**config.mk**
```make
export PLATFORM = sky130hd
export DESIGN_NAME = irq_arbiter7
export DESIGN_NICKNAME = d
export VERILOG_FILES = /design/src/rtl/irq_pkg.sv /design/src/rtl/irq_regs.sv /design/src/rtl/irq_flag.sv /design/src/rtl/irq_nest.sv /design/src/rtl/irq_pick.sv /design/src/rtl/irq_arbiter7.sv
export SDC_FILE = /design/constraint.sdc
export NUM_CORES = 1
export LEC_CHECK = 0
export BUFFER_PORTS_ARGS = -buffer_cell sky130_fd_sc_hd__buf_4
export CAP_MARGIN = 15
export CORE_AREA = 2 2 68 70
export DETAILED_ROUTE_END_ITERATION = 8
export DIE_AREA = 0 0 70 72
export PLACE_DENSITY = 0.78
export REMOVE_ABC_BUFFERS = 1
export SETUP_SLACK_MARGIN = 0.5
export SLEW_MARGIN = 10
export SYNTH_ARGS = -nofsm -noshare
export SYNTH_HDL_FRONTEND = slang
export SYNTH_SLANG_ARGS = --single-unit
```
**constraint.sdc**
```tcl
create_clock -name clk -period 3.5 [get_ports clk]
set_input_delay 0 -clock clk [delete_from_list [all_inputs] [get_ports clk]]
set_output_delay 0 -clock clk [all_outputs]
set_load 0.01 [all_outputs]
```
**src/rtl/irq_pkg.sv**
```systemverilog
package irq_pkg;
  localparam int NSRC      = 7;
  localparam int NEXT      = 4;
  localparam int NCLASSIC  = 5;

  typedef enum logic [1:0] {K_EXT, K_PULSE, K_LEVEL} src_kind_e;

  function automatic src_kind_e kind_of(input int idx);
    if (idx == 1 || idx == 3) return K_PULSE;
    if (idx == 4) return K_LEVEL;
    return K_EXT;
  endfunction

  // external pin number of an external source
  function automatic int ext_of(input int idx);
    case (idx)
      2: return 1;
      5: return 2;
      6: return 3;
      default: return 0;
    endcase
  endfunction

  // timer number of a pulse source
  function automatic int tmr_of(input int idx);
    return (idx == 3) ? 1 : 0;
  endfunction

  // vector slot NCLASSIC is unused, later sources move up one slot
  function automatic int vec_of(input int idx, input int base, input int step);
    int slot;
    slot = (idx < NCLASSIC) ? idx : idx + 1;
    return base + step * slot;
  endfunction
endpackage

```
**src/rtl/irq_regs.sv**
```systemverilog
module irq_regs #(
  parameter int NSRC = irq_pkg::NSRC,
  parameter int NEXT = irq_pkg::NEXT
) (
  input  logic            clk,
  input  logic            rst,
  input  logic            reg_wr,
  input  logic [1:0]      reg_sel,
  input  logic [7:0]      reg_wdata,
  input  logic            bit_wr,
  input  logic [2:0]      bit_idx,
  input  logic            bit_val,
  output logic            glb_en,
  output logic [NSRC-1:0] src_en,
  output logic [NSRC-1:0] src_pri,
  output logic [NEXT-1:0] ext_edge,
  output logic [7:0]      xcfg,
  output logic [NEXT-1:0] flag_wr,
  output logic [NEXT-1:0] flag_wval
);
  localparam int NC      = irq_pkg::NCLASSIC;
  localparam int G_BIT   = 7;
  localparam int B_MODE2 = 0;
  localparam int B_FLG2  = 1;
  localparam int B_EN2   = 2;
  localparam int B_PRI2  = 3;
  localparam int B_MODE3 = 4;
  localparam int B_FLG3  = 5;
  localparam int B_EN3   = 6;
  localparam int B_PRI3  = 7;
  localparam logic [7:0] FLG_MASK = 8'((1 << B_FLG2) | (1 << B_FLG3));

  localparam logic [1:0] SEL_EN   = 2'd0;
  localparam logic [1:0] SEL_PRI  = 2'd1;
  localparam logic [1:0] SEL_XCTL = 2'd2;
  localparam logic [1:0] SEL_MODE = 2'd3;

  logic [NC-1:0] en_q, pri_q;
  logic          g_q;
  logic [1:0]    mode_q;
  logic [7:0]    x_q, x_d;

  always_comb begin
    x_d = x_q;
    if (reg_wr && reg_sel == SEL_XCTL)
      x_d = reg_wdata & ~FLG_MASK;
    else if (bit_wr && !FLG_MASK[bit_idx])
      x_d[bit_idx] = bit_val;
  end

  always_ff @(posedge clk) begin
    if (rst) begin
      en_q   <= '0;
      pri_q  <= '0;
      g_q    <= 1'b0;
      mode_q <= '0;
      x_q    <= '0;
    end else begin
      x_q <= x_d;
      if (reg_wr) begin
        case (reg_sel)
          SEL_EN:   begin en_q <= reg_wdata[NC-1:0]; g_q <= reg_wdata[G_BIT]; end
          SEL_PRI:  pri_q  <= reg_wdata[NC-1:0];
          SEL_MODE: mode_q <= reg_wdata[1:0];
          default: ;
        endcase
      end
    end
  end

  always_comb begin
    flag_wr   = '0;
    flag_wval = '0;
    if (reg_wr && reg_sel == SEL_XCTL) begin
      flag_wr[2]   = 1'b1;
      flag_wr[3]   = 1'b1;
      flag_wval[2] = reg_wdata[B_FLG2];
      flag_wval[3] = reg_wdata[B_FLG3];
    end else if (bit_wr && bit_idx == 3'(B_FLG2)) begin
      flag_wr[2]   = 1'b1;
      flag_wval[2] = bit_val;
    end else if (bit_wr && bit_idx == 3'(B_FLG3)) begin
      flag_wr[3]   = 1'b1;
      flag_wval[3] = bit_val;
    end
  end

  assign glb_en   = g_q;
  assign src_en   = {x_q[B_EN3], x_q[B_EN2], en_q};
  assign src_pri  = {x_q[B_PRI3], x_q[B_PRI2], pri_q};
  assign ext_edge = {x_q[B_MODE3], x_q[B_MODE2], mode_q};
  assign xcfg     = x_q;

  p_reset_zero_r1: assert property (@(posedge clk)
    rst |=> (en_q == '0 && pri_q == '0 && !g_q && mode_q == '0 && x_q == '0));

  p_bit_write_local_r5: assert property (@(posedge clk) disable iff (rst)
    (bit_wr && !reg_wr) |=> ((x_q ^ $past(x_q)) & ~(8'd1 << $past(bit_idx))) == 8'd0);
endmodule

```
**src/rtl/irq_flag.sv**
```systemverilog
module irq_flag #(
  parameter irq_pkg::src_kind_e KIND = irq_pkg::K_EXT
) (
  input  logic clk,
  input  logic rst,
  input  logic raw,
  input  logic edge_mode,
  input  logic ack,
  input  logic sw_wr,
  input  logic sw_val,
  output logic flag
);
  generate
    if (KIND == irq_pkg::K_EXT) begin : g_ext
      logic s1, s2, fall;
      assign fall = s2 & ~s1;
      always_ff @(posedge clk) begin
        if (rst) begin
          s1   <= 1'b1;
          s2   <= 1'b1;
          flag <= 1'b0;
        end else begin
          s1 <= raw;
          s2 <= s1;
          if (!edge_mode)  flag <= ~s1;
          else if (fall)   flag <= 1'b1;
          else if (ack)    flag <= 1'b0;
          else if (sw_wr)  flag <= sw_val;
        end
      end

      p_edge_set_needs_fall_r6: assert property (@(posedge clk) disable iff (rst)
        (edge_mode && $past(edge_mode) && $rose(flag)) |-> $past(fall || sw_wr));
      p_edge_ack_clears_r6: assert property (@(posedge clk) disable iff (rst)
        (edge_mode && ack && !fall) |=> !flag);
      p_level_ack_keeps_r7: assert property (@(posedge clk) disable iff (rst)
        (!edge_mode && ack && !s1) |=> flag);
    end else if (KIND == irq_pkg::K_PULSE) begin : g_pulse
      logic unused_pulse;
      assign unused_pulse = ^{edge_mode, sw_wr, sw_val};
      always_ff @(posedge clk) begin
        if (rst)       flag <= 1'b0;
        else if (raw)  flag <= 1'b1;
        else if (ack)  flag <= 1'b0;
      end

      p_pulse_ack_clears_r10: assert property (@(posedge clk) disable iff (rst)
        (ack && !raw) |=> !flag);
    end else begin : g_level
      logic unused_level;
      assign unused_level = ^{edge_mode, sw_wr, sw_val, ack};
      always_ff @(posedge clk) begin
        if (rst) flag <= 1'b0;
        else     flag <= raw;
      end
    end
  endgenerate
endmodule

```
**src/rtl/irq_nest.sv**
```systemverilog
module irq_nest (
  input  logic clk,
  input  logic rst,
  input  logic take,
  input  logic take_hi,
  input  logic ret,
  output logic hi_busy,
  output logic lo_busy
);
  always_ff @(posedge clk) begin
    if (rst) begin
      hi_busy <= 1'b0;
      lo_busy <= 1'b0;
    end else if (take) begin
      if (take_hi) hi_busy <= 1'b1;
      else         lo_busy <= 1'b1;
    end else if (ret) begin
      if (hi_busy) hi_busy <= 1'b0;
      else         lo_busy <= 1'b0;
    end
  end

  p_hi_entry_on_take_r9: assert property (@(posedge clk) disable iff (rst)
    $rose(hi_busy) |-> $past(take && take_hi));
  p_lo_entry_on_take_r9: assert property (@(posedge clk) disable iff (rst)
    $rose(lo_busy) |-> $past(take && !take_hi));
endmodule

```
**src/rtl/irq_pick.sv**
```systemverilog
module irq_pick #(
  parameter int NSRC     = irq_pkg::NSRC,
  parameter int VEC_W    = 8,
  parameter int VEC_BASE = 3,
  parameter int VEC_STEP = 8,
  localparam int IDX_W   = $clog2(NSRC)
) (
  input  logic             clk,
  input  logic             rst,
  input  logic [NSRC-1:0]  act,
  input  logic [NSRC-1:0]  pri,
  input  logic             hi_busy,
  input  logic             lo_busy,
  input  logic             ack,
  output logic             req_q,
  output logic [VEC_W-1:0] vec_q,
  output logic [IDX_W-1:0] idx_q,
  output logic             hi_q
);
  logic [NSRC-1:0]  hi_mask, lo_mask, mask;
  logic             use_hi;
  logic [IDX_W-1:0] pick_idx;

  always_comb begin
    hi_mask  = act & pri & {NSRC{~hi_busy}};
    lo_mask  = act & ~pri & {NSRC{~(hi_busy | lo_busy)}};
    use_hi   = |hi_mask;
    mask     = use_hi ? hi_mask : lo_mask;
    pick_idx = '0;
    for (int i = NSRC - 1; i >= 0; i--)
      if (mask[i]) pick_idx = IDX_W'(i);
  end

  always_ff @(posedge clk) begin
    if (rst) begin
      req_q <= 1'b0;
      vec_q <= '0;
      idx_q <= '0;
      hi_q  <= 1'b0;
    end else if (ack && req_q) begin
      req_q <= 1'b0;
      vec_q <= '0;
    end else begin
      req_q <= |mask;
      vec_q <= (|mask) ? VEC_W'(irq_pkg::vec_of(int'(pick_idx), VEC_BASE, VEC_STEP)) : '0;
      idx_q <= pick_idx;
      hi_q  <= use_hi;
    end
  end

  p_ack_drops_req_r11: assert property (@(posedge clk) disable iff (rst)
    (ack && req_q) |=> !req_q);
  p_hi_not_reentered_r9: assert property (@(posedge clk) disable iff (rst)
    (req_q && hi_q) |-> !hi_busy);
  p_lo_waits_r9: assert property (@(posedge clk) disable iff (rst)
    (req_q && !hi_q) |-> !(hi_busy || lo_busy));
  p_idle_vec_zero_r2: assert property (@(posedge clk) disable iff (rst)
    !req_q |-> vec_q == '0);
endmodule

```
**src/rtl/irq_arbiter7.sv**
```systemverilog
module irq_arbiter7 #(
  parameter int VEC_W    = 8,
  parameter int VEC_BASE = 3,
  parameter int VEC_STEP = 8
) (
  input  logic             clk,
  input  logic             rst,
  input  logic [3:0]       ext_n,
  input  logic [1:0]       tmr_ovf,
  input  logic             ser_flag,
  input  logic             reg_wr,
  input  logic [1:0]       reg_sel,
  input  logic [7:0]       reg_wdata,
  input  logic             bit_wr,
  input  logic [2:0]       bit_idx,
  input  logic             bit_val,
  output logic [7:0]       xctl_q,
  input  logic             irq_ack,
  input  logic             irq_ret,
  output logic             irq_req,
  output logic [VEC_W-1:0] irq_vec
);
  localparam int NSRC  = irq_pkg::NSRC;
  localparam int NEXT  = irq_pkg::NEXT;
  localparam int IDX_W = $clog2(NSRC);

  logic            glb_en;
  logic [NSRC-1:0] src_en, src_pri, flags, act, ack_oh;
  logic [NEXT-1:0] ext_edge, flag_wr, flag_wval;
  logic [7:0]      xcfg;
  logic            hi_busy, lo_busy, take, hi_q;
  logic [IDX_W-1:0] idx_q;

  irq_regs #(.NSRC(NSRC), .NEXT(NEXT)) u_regs (
    .clk, .rst, .reg_wr, .reg_sel, .reg_wdata, .bit_wr, .bit_idx, .bit_val,
    .glb_en, .src_en, .src_pri, .ext_edge, .xcfg, .flag_wr, .flag_wval
  );

  assign take = irq_ack && irq_req;

  generate
    for (genvar i = 0; i < NSRC; i++) begin : g_src
      localparam irq_pkg::src_kind_e KND = irq_pkg::kind_of(i);
      localparam int EX = irq_pkg::ext_of(i);
      localparam int TM = irq_pkg::tmr_of(i);
      logic raw_i;
      if (KND == irq_pkg::K_EXT)        begin : g_r assign raw_i = ext_n[EX];   end
      else if (KND == irq_pkg::K_PULSE) begin : g_r assign raw_i = tmr_ovf[TM]; end
      else                              begin : g_r assign raw_i = ser_flag;    end

      assign ack_oh[i] = take && (idx_q == IDX_W'(i));

      irq_flag #(.KIND(KND)) u_flag (
        .clk, .rst, .raw(raw_i), .edge_mode(ext_edge[EX]), .ack(ack_oh[i]),
        .sw_wr(flag_wr[EX]), .sw_val(flag_wval[EX]), .flag(flags[i])
      );
    end
  endgenerate

  assign act = flags & src_en & {NSRC{glb_en}};

  irq_nest u_nest (
    .clk, .rst, .take, .take_hi(hi_q), .ret(irq_ret), .hi_busy, .lo_busy
  );

  irq_pick #(.NSRC(NSRC), .VEC_W(VEC_W), .VEC_BASE(VEC_BASE), .VEC_STEP(VEC_STEP)) u_pick (
    .clk, .rst, .act, .pri(src_pri), .hi_busy, .lo_busy, .ack(irq_ack),
    .req_q(irq_req), .vec_q(irq_vec), .idx_q, .hi_q
  );

  assign xctl_q = {xcfg[7:6], flags[6], xcfg[4:2], flags[5], xcfg[0]};

  p_gate_global_r8: assert property (@(posedge clk) disable iff (rst)
    !glb_en |=> !irq_req);
  p_onehot_ack_r11: assert property (@(posedge clk) disable iff (rst)
    $onehot0(ack_oh));
endmodule

```
==> metrics.csv <==
stage,metric,value,unit
setup_path,r2r_cells,9,
global_route,met2_usage,37.5,%
yosys,ys.warnings.count,0,
clocking,cts.sinks,46,
yosys,muxShareOfSynthArea,7.83,%
floorplanning,core,4260,um^2
yosys,syn_inst,261,
floorplanning,die_w,70,um
timing,post-route-min-period,2530,ps
yosys,postSynthAreaPerCell,8.82,um^2
floorplanning,die-area,5040,um^2
global_route,met3_usage,3.89,%
placement,dp_hpwl,3960,um
hold_path,hold_class,in2reg,
detailed_routing,drt-vias-per-instance,5.62,
layout,fin_util,66.6,%
detailed_routing,drt_pass1_iterations,4,
layout,diodes,0,
detailed_routing,drtIter0Drc,150,
global_route,antenna_found_initial,0,
clocking,cts_tree,yes,
yosys,synth_area_leaders,"dfxtp_1, mux2i_1, nor2_1, buf_4, a21oi_1",
setup_path,regToRegStartpoint,u_regs.glb_en,
layout,nFillCells,368,
timing,tightest_slew,662,ps
setup_path,cp_max_fo,13,
power,comb_power_share,9.4,%
yosys,synth-edff-count,0,
yosys,synth_top_flop_cell,dfxtp_1,
clocking,cts_buffers,5,
yosys,ys_types,45,
clocking,htree_levels,2,
timing,period_share,72.4,%
timing,relSlewSlack,55.7,%
floorplanning,num_io_pins,44,
yosys,synthXorXnorAreaFrac,0,%
yosys,ys_seq_area_share,40.0,%
setup_path,worstSetupStartpoint,u_regs.glb_en,
yosys,yosys.area_share.simple,26.6,%
layout,fin_nets,334,
yosys,yosysTopAreaCellShare,40.0,%
setup_path,end_kind,flop,
placement,gp_congestion,0.969,
placement,portBuffers,41,
timing,fmax,395,MHz
yosys,synth_compound_area_share,17.9,%
detailed_routing,postRouteAntennaNets,0,
run_status,status,"finished, final reports clean",
yosys,synthAdderAreaFrac,0.543,%
power,internal_power,0.906,mW
yosys,synth_top_family_by_area,simple AND/OR/NAND/NOR gates,
yosys,yosys.area.top_type,dfxtp_1,
setup_path,reg2reg_slack,970,ps
timing,setup_tns,0,ps
setup_path,cp.required,3710,ps
global_route,grt_pass1_vias,1931,
floorplanning,die_h,72,um
setup_path,worstPathArrival,2750,ps
clocking,worstSkewPairLatency,290,ps
timing,setup_ws,968,ps
floorplanning,start_util,54.0,%
timing,rsz0062_at_grt,no,
clocking,clk_path_buf_depth,2,
power,power_density,405,nW/um^2
placement,placed_cells,337,
power,switching_power,0.246,mW
power,pwr-share-clk,41.8,%
yosys,async_flop_share,0,%
layout,syn2layout_area_growth,23.4,%
job,max_cap_viol_count,0,
yosys,ys_top_cells_by_count,"dfxtp_1, nor2_1, mux2i_1, nand2_1",
yosys,yosysMostFrequentCell,dfxtp_1,
hold_path,min_path_cells,4,
clocking,clkSlewWorstSetupHoldPaths,80,ps
global_route,grt_util_all_layers,22.3,%
timing,hold_viol_final,0,
power,p_leak,1.15,nW
power,p_sw_share,21.3,%
global_route,grt.met1_usage,29.0,%
power,total_power,1.15,mW
layout,drive_gt1_share,22.8,%
global_route,grt_start_max_net_pins,40,
setup_path,startpoint_type,flop,
power,pwr-share-seq,48.8,%
setup_path,crit_path_end,u_pick.vec_q[4],
timing,setup_viol,0,
detailed_routing,drt_wl_total,5340,um
placement,detailedPlace.worstSlack,1000,ps
timing,hold_ws,26.4,ps
clocking,root_buffer,clkbuf_8,
global_route,top_usage_layer,met2,
yosys,synth_area,2300,um^2
power,vdd_drop_max,0.344,mV
setup_path,r2r_end,u_pick.vec_q[4],
yosys,ys_ff_latch,46,
detailed_routing,vias,2019,
placement,placed_area,2560,um^2
layout,fin_area,2840,um^2
global_route,grt_pass1_wl,9020,um
detailed_routing,wire_per_inst,14.9,um
floorplanning,row_count,24,
timing,skew,2.37,ps
setup_path,critical_path_class,reg2reg,
timing,maxSlewViolCount,0,
layout,final_cells,359,
detailed_routing,drcViolationCount,0,
global_route,globalRoute.totalOverflow,0,
## worst max-delay path, cell delays in order, from the launching register on
cell	delay, ps
dfxtp_1	580
nand2b_1	310
a41oi_4	300
nor3_1	110
a41o_1	270
a21oi_2	250
inv_1	80
ha_1	280
nand2_1	60
a221oi_2	210
## power groups by stage
stage	Combinational (mW)	Clock [mW]	Sequential (mW)
final	0.109	0.481	0.562
after global routing	0.119	0.507	0.564
after CTS	0.108	0.491	0.561
after detailed placement	0.0955	0	0.573
after global placement	0.0936	0	0.573
after floorplan	0.0413	0	0.571
## worst min-delay path by stage
stage / endpoint / slack (ps) / from
after detailed placement: g_src[6].u_flag.g_ext.s1 / 190 / ext_n[3]
after floorplan: u_pick.idx_q[2] / 70 / rst
after global placement: g_src[2].u_flag.g_ext.s1 / 180 / ext_n[1]
after CTS: u_nest.hi_busy / 20 / irq_ret
after global routing: u_nest.lo_busy / 60 / irq_ret
final: u_nest.hi_busy / 30 / irq_ret
## routing by layer
layer	share of wire (%)	up-vias
li1	-	1025
met1	45	931
met2	49	53
met3	4.5	10
met4	1.8	0
met5	0	-
## cell families after synthesis
logic type,Yosys count
flops,46
buf+inv,29
mux,18
compound gates,52
simple gates,114
other cells,1
fa+ha+maj,1
## flip-flops by register name (all words and copies together), names as in the netlist
| signal | count |
|---|---|
| u_regs.en_q | 5 |
| u_pick.vec_q | 5 |
| u_pick.idx_q | 3 |
| u_regs.xcfg | 6 |
| u_regs.mode_q | 2 |
| u_pick.hi_q | 1 |
| u_regs.glb_en | 1 |
| g_src.u_flag.flag | 7 |
| u_regs.pri_q | 5 |
| u_nest.hi_busy | 1 |
| g_src.u_flag.g_ext.s1 | 4 |
| u_pick.req_q | 1 |
| g_src.u_flag.g_ext.s2 | 4 |
| u_nest.lo_busy | 1 |
## cells in the final DEF (no fill, tap or decap), types with 2 or more instances in the layout
cell type	instances
o32ai_1	2
nor2b_1	7
dfxtp_1	46
o311ai_0	4
a21oi_1	12
nor3_1	7
dlygate4sd3_1	14
clkbuf_8	6
nor2_1	33
a211oi_1	6
nand3_2	4
or2_2	9
nand4_1	7
o31ai_1	2
nand2_1	13
o22ai_1	2
nand3_1	12
a221oi_2	2
inv_1	10
o21ai_0	6
nand2b_1	6
nand3b_1	2
mux2i_1	18
buf_4	41
nor4_1	2
a22oi_1	2
nand4b_1	5
a31oi_1	3
and2_1	3
conb_1	3
bufinv_16	2
a41o_1	2
## layout make-up
cell class | instances | area [um^2] | share of cell area (%)
clock buffer | 6 | 82.6 | 2.91
sequential | 46 | 921 | 32.4
tap | 52 | 65.1 | 2.29
inverter | 10 | 37.5 | 1.32
clock inverter | 2 | 60.1 | 2.11
multi-input combinational | 188 | 1230 | 43.2
timing repair buffer | 55 | 448 | 15.8
## repair_timing
item	CTS	global route
hold endpoints to repair	21	0
endpoints found under the setup margin	0	0
resized for setup	0	0
hold buffers	14	0
buffers inserted	0	0
Note: power is estimated with default switching activity, not from simulation.
